`src/rtl/pretrig_seq.sv`:
```
module pretrig_seq #(
  parameter int NPT = 8,
  parameter int DW  = 16
) (
  input  logic                     clk,
  input  logic                     rst_n,
  input  logic                     cfg_we,
  input  logic [3*NPT-1:0]         cfg_wdata,
  input  logic                     dly_we,
  input  logic [$clog2(NPT)-1:0]   dly_idx,
  input  logic [DW-1:0]            dly_wdata,
  input  logic [DW-1:0]            cnt,
  input  logic                     cnt_tick,
  input  logic                     start,
  input  logic                     sw_start,
  input  logic                     conv_done,
  input  logic                     flag_we,
  input  logic [NPT-1:0]           flag_wdata,
  input  logic                     err_we,
  input  logic [NPT-1:0]           err_wdata,
  output logic [NPT-1:0]           pretrig,
  output logic                     trig,
  output logic                     busy,
  output logic [NPT-1:0]           chan_flag,
  output logic [NPT-1:0]           seq_err
);
  localparam int IW = $clog2(NPT);

  logic [NPT-1:0] en_q, tos_q, bb_q, fired_q;
  logic [DW-1:0]  dly_q [NPT];
  logic           start_q, ev_q, armed_q;
  logic [IW-1:0]  src_q, src_d;

  logic [NPT-1:0] hit, chain, chn_req, dly_req, byp_req, req, grant, rej;
  logic           free;

  for (genvar m = 0; m < NPT; m++) begin : g_pt
    assign hit[m] = cnt_tick && (cnt == dly_q[m]);
    if (m == 0) begin : g_head
      assign chain[m]   = 1'b0;
      assign chn_req[m] = 1'b0;
    end else begin : g_link
      assign chain[m]   = bb_q[m];
      assign chn_req[m] = en_q[m] && bb_q[m] && conv_done && busy && (src_q == IW'(m - 1));
    end
  end

  assign dly_req = en_q & tos_q & ~chain & hit & ~fired_q & {NPT{armed_q}};
  assign byp_req = en_q & ~tos_q & {NPT{ev_q}};
  assign req     = dly_req | byp_req | chn_req;
  assign free    = ~busy | conv_done;
  assign grant   = free ? (req & (~req + NPT'(1))) : '0;
  assign rej     = req & ~grant;

  always_comb begin
    src_d = src_q;
    for (int m = 0; m < NPT; m++)
      if (grant[m]) src_d = IW'(m);
  end

  always_ff @(posedge clk or negedge rst_n) begin
    if (!rst_n) begin
      en_q  <= '0;
      tos_q <= '0;
      bb_q  <= '0;
    end else if (cfg_we) begin
      en_q  <= cfg_wdata[NPT-1:0];
      tos_q <= cfg_wdata[2*NPT-1:NPT];
      bb_q  <= cfg_wdata[3*NPT-1:2*NPT];
    end
  end

  always_ff @(posedge clk or negedge rst_n) begin
    if (!rst_n) begin
      for (int m = 0; m < NPT; m++) dly_q[m] <= '0;
    end else if (dly_we) begin
      dly_q[dly_idx] <= dly_wdata;
    end
  end

  always_ff @(posedge clk or negedge rst_n) begin
    if (!rst_n) begin
      start_q   <= 1'b0;
      ev_q      <= 1'b0;
      armed_q   <= 1'b0;
      fired_q   <= '0;
      busy      <= 1'b0;
      src_q     <= '0;
      pretrig   <= '0;
      trig      <= 1'b0;
      chan_flag <= '0;
      seq_err   <= '0;
    end else begin
      start_q <= start;
      ev_q    <= (start & ~start_q) | sw_start;
      if (ev_q) begin
        armed_q <= 1'b1;
        fired_q <= '0;
      end else begin
        fired_q <= fired_q | dly_req;
      end
      busy      <= (|grant) | (busy & ~conv_done);
      src_q     <= src_d;
      pretrig   <= grant;
      trig      <= |grant;
      chan_flag <= (flag_we ? (chan_flag & flag_wdata) : chan_flag) | (hit & en_q);
      seq_err   <= (err_we ? (seq_err & err_wdata) : seq_err) | rej;
    end
  end
endmodule

```
`config.mk`:
```
export PLATFORM = sky130hd
export DESIGN_NAME = pretrig_seq
export DESIGN_NICKNAME = d
export VERILOG_FILES = /design/src/rtl/pretrig_seq.sv
export SDC_FILE = /design/constraint.sdc
export NUM_CORES = 1
export LEC_CHECK = 0
export BUFFER_PORTS_ARGS = -buffer_cell sky130_fd_sc_hd__buf_2
export CORE_AREA = 2 2 132 134
export CTS_CLUSTER_DIAMETER = 40
export DETAILED_ROUTE_END_ITERATION = 12
export DIE_AREA = 0 0 134 136
export GPL_ROUTABILITY_DRIVEN = 0
export HOLD_SLACK_MARGIN = 0.03
export PLACE_DENSITY = 0.75
export REMOVE_ABC_BUFFERS = 1
export SETUP_SLACK_MARGIN = 0.1
export SLEW_MARGIN = 25
export SYNTH_ARGS = -nofsm -noshare
export SYNTH_HDL_FRONTEND = slang
export SYNTH_SLANG_ARGS = --single-unit
```
`constraint.sdc`:
```
create_clock -name clk -period 2.7 [get_ports clk]
set_clock_uncertainty 0.2 [all_clocks]
set_input_delay 0.405 -clock clk [delete_from_list [all_inputs] [get_ports clk]]
set_output_delay 0.405 -clock clk [all_outputs]
set_load 0.02 [all_outputs]
```
==> Flow_metrics.wiki <==
{| class="wikitable"
! Metric !! Value
|-
| Series of cell instances along the critical path || and3b_1 -> a32oi_1 -> nor2b_1 -> a31o_2 -> or3_4 -> a2111o_1 -> a32oi_1
|-
| Pin count of the biggest net entering global routing || 70
|-
| Full die area || 18220 um2
|-
| Clock Pin Slew Worst Setup and Hold Paths || 70 ps
|-
| Total inserted antenna cells || 0
|-
| Fin. Hold Viols || 0
|-
| Number of enable-type register cells in the synthesized netlist || 0
|-
| Insertion delay of the later-clocked pin in the worst-skew pair || 440 ps
|-
| Mapped cell area || 9101 um2
|-
| Slew at the pin with the worst max-slew slack || 596.9 ps
|-
| Overall overflow remaining after global route || 0
|-
| Total of max-cap violations || 0
|-
| Number of standard cells after synthesis || 755
|-
| Die Span Y || 136 um
|-
| Relative slew slack || 60.21%
|-
| Sink count of the clock tree || 191
|-
| Power density of the placed cells || 726.4 nW/um2
|-
| Number of pins exceeding their max-slew limit in the final report || 0
|-
| GR Util All Layers || 26.44%
|-
| Largest fanout on the critical path || 7
|-
| CP Capture Type || flip-flop
|-
| Layout fillers || 1244
|-
| Fraction of registers with async set or reset after synthesis || 100.0%
|-
| Worst path arrival time || 2650 ps
|-
| Initial antenna violation count || 1
|-
| Worst min-delay path class || primary input to flip-flop
|-
| Count of buffer and inverter cells on the critical path || 0
|-
| Max clock buf depth || 2
|-
| Final worst path period share || 92.25%
|-
| Drt drc || 0
|-
| I/O pin total || 111
|-
| Cell family with most CP delay || compound AO/OA/AOI/OAI gates
|-
| Launch instance of the worst register-to-register path || busy$_DFF_PN0_
|-
| Area share of the largest cell type after synthesis || 52.52%
|-
| H-tree level count || 4
|-
| Count of different cell masters after synthesis || 53
|-
| Final period demand of the worst path || 2491 ps
|-
| Die Span X || 134 um
|-
| Highest-count cells in the layout ignoring fill and taps || 191 x dfrtp_1, 140 x mux2_2, 108 x buf_2
|-
| Nature of the critical path startpoint || flip-flop
|-
| Number of nets with antenna violations after detailed routing || 0
|-
| Total wire length after detailed routing || 23410 um
|-
| Maximum vdd drop || 531.7 uV
|-
| Mean routed wirelength per cell || 19.88 um
|-
| Global-route wire length before repair || 35970 um
|-
| Half-perimeter wire length after placement || 15830 um
|-
| RSZ-0062 raised after global routing || false
|-
| Slowest stage delay, CP || 410 ps
|-
| Most frequent cell on the critical path || a32oi_1
|-
| Port-buffer cells || 109
|-
| Final layout net count || 1025
|-
| Core area || 16880 um2
|-
| Start point of the worst min-delay path || dly_wdata[3]
|-
| Share of the core filled with cells || 66.78%
|-
| Number of rows created at floorplan || 48
|-
| Post-synthesis cell type with the largest combined area || dfrtp_1
|-
| Outcome || finished clean
|-
| Number of global-route vias before repair || 6605
|-
| Number of DRC markers in iteration 0 || 486
|-
| Most used flip-flop cell after synthesis || dfrtp_1
|-
| Area contributors post-synth || dfrtp_1 53%, mux2_2 17%, xnor2_1 9.3%
|-
| Number of buffers created by CTS || 17
|-
| CTS tree || yes
|-
| CP Data Required Time || 2850 ps
|-
| First-pass iteration count of the detailed router || 5
|-
| Vias post-DR || 6550
|-
| Share of cells above drive strength 1 || 36.62%
|-
| Slowest cell on crit path || dfrtp_1
|-
| Synth warnings || 0
|-
| Fraction of the yosys area taken by sequential cells || 52.52%
|-
| Maximum achievable frequency || 401.5 MHz
|-
| Commonest non-fill, non-tap cell in the layout || dfrtp_1
|-
| Leak pwr || 4.972 nW
|-
| Area Overhead vs Synth || 23.83%
|-
| Post-detailed-route via-to-cell ratio || 5.560
|-
| Final setup violation count || 0
|-
| Post-route cell area || 11270 um2
|-
| Effective utilization at floorplan || 53.93%
|-
| Setup crit start || busy$_DFF_PN0_
|-
| Placed Area || 10210 um2
|-
| Clk Tree Root Cell || clkbuf_16
|-
| Type of the setup path with the least slack || flip-flop to flip-flop
|-
| Number of storage elements in the synthesis netlist || 191
|-
| Average size of a mapped cell || 12.05 um2
|-
| Hold slack final || 106.2 ps
|}
==> layout make-up <==
type	instances	area, um2	area share (%)
clock inverters	13	186.4	1.654
inverters	25	93.84	0.8327
multi-input cells	502	4048	35.92
clock buffers	19	442.9	3.930
well taps	225	281.5	2.498
repair buffers	203	1438	12.76
flip-flops and latches	191	4780	42.41
==> kinds of logic after synthesis <==
family,share of synthesized area (%)
and+or+nand+nor,10.02
muxes,17.32
buffers and inverters,3.382
xor gates and xnor gates,11.41
DFF,52.52
AOI/OAI and AO/OA,5.348
==> layer usage <==
metal	share of wire [%]	vias to the layer above	global-route usage [%]
met2	49	209	44.64
met4	2.8	2	10.34
met5	0.056	-	0
met3	5.2	39	5.518
met1	43	3293	33.58
li1	-	3007	-
==> metrics by stage <==
stage / setup WS [ps] / power, W / TNS [ps] / instances
after floorplan: 97.60 / 0.004807 / 0 / 718
after global placement: 16.26 / 0.005407 / 0 / 1105
after detailed placement: -48.71 / 0.005473 / -71.32 / 1105
after CTS: 153.9 / 0.008206 / 0 / 1178
after global routing: 136.4 / 0.008549 / 0 / 1178
final: 209.3 / 0.008186 / 0 / 1178
==> timing repair <==
item | CTS | global route
endpoints found under the setup margin | 0 | 3
setup buffers | 0 | 0
hold buffers | 41 | 0
resized for setup | 0 | 3
endpoints found under the hold margin | 105 | 0
==> state kept, by name, indices dropped and copies added (netlist names) <==
name / count
armed_q: 1
dly_q: 128
src_q: 3
ev_q: 1
fired_q: 8
pretrig: 8
tos_q: 8
seq_err: 8
busy: 1
chan_flag: 8
start_q: 1
trig: 1
en_q: 8
bb_q: 7
==> path summary, 6_finish.rpt <==
path / depth (start not counted) / slack (ps) / endpoint
setup / recovery: 7 / 210 / src_q[0]$_DFFE_PN0P_
hold / removal: 3 / 110 / dly_q[115]$_DFFE_PN0P_
setup reg to reg: 7 / 210 / src_q[0]$_DFFE_PN0P_
hold reg to reg: 2 / 300 / fired_q[5]$_DFF_PN0_
max in group asynchronous: 3 / 1200 / dly_q[96]$_DFFE_PN0P_
min in group asynchronous: 2 / 360 / bb_q[5]$_DFFE_PN0P_
==> power breakdown <==
part           total [W]  internal [W]  switching (W)
logic            0.00177      0.000947       0.000822
registers        0.00373       0.00338       0.000353
clock network    0.00269       0.00158        0.00111
==> synthesized netlist by cell type (all sizes together) (2+ instances only) <==
cell	number
dfrtp	191
mux2	140
xnor2	97
nand2	38
o21ai	34
nor2	28
inv	25
nand4	24
clkbuf	19
xor2	19
buf	18
nor3	18
nand3	14
nor2b	11
nor4	8
a31oi	7
a32oi	7
nand3b	5
a21oi	4
nand2b	4
nand4b	4
and4	3
o22ai	3
or3	3
a211oi	2
a21o	2
a222oi	2
and2	2
and3	2
nor3b	2
nor4b	2
==> worst min-delay path, stage by stage <==
cell and delay, ps:
buf_2 150, nand2_1 70, o21ai_0 70
(Power assumes the default switching activity.)
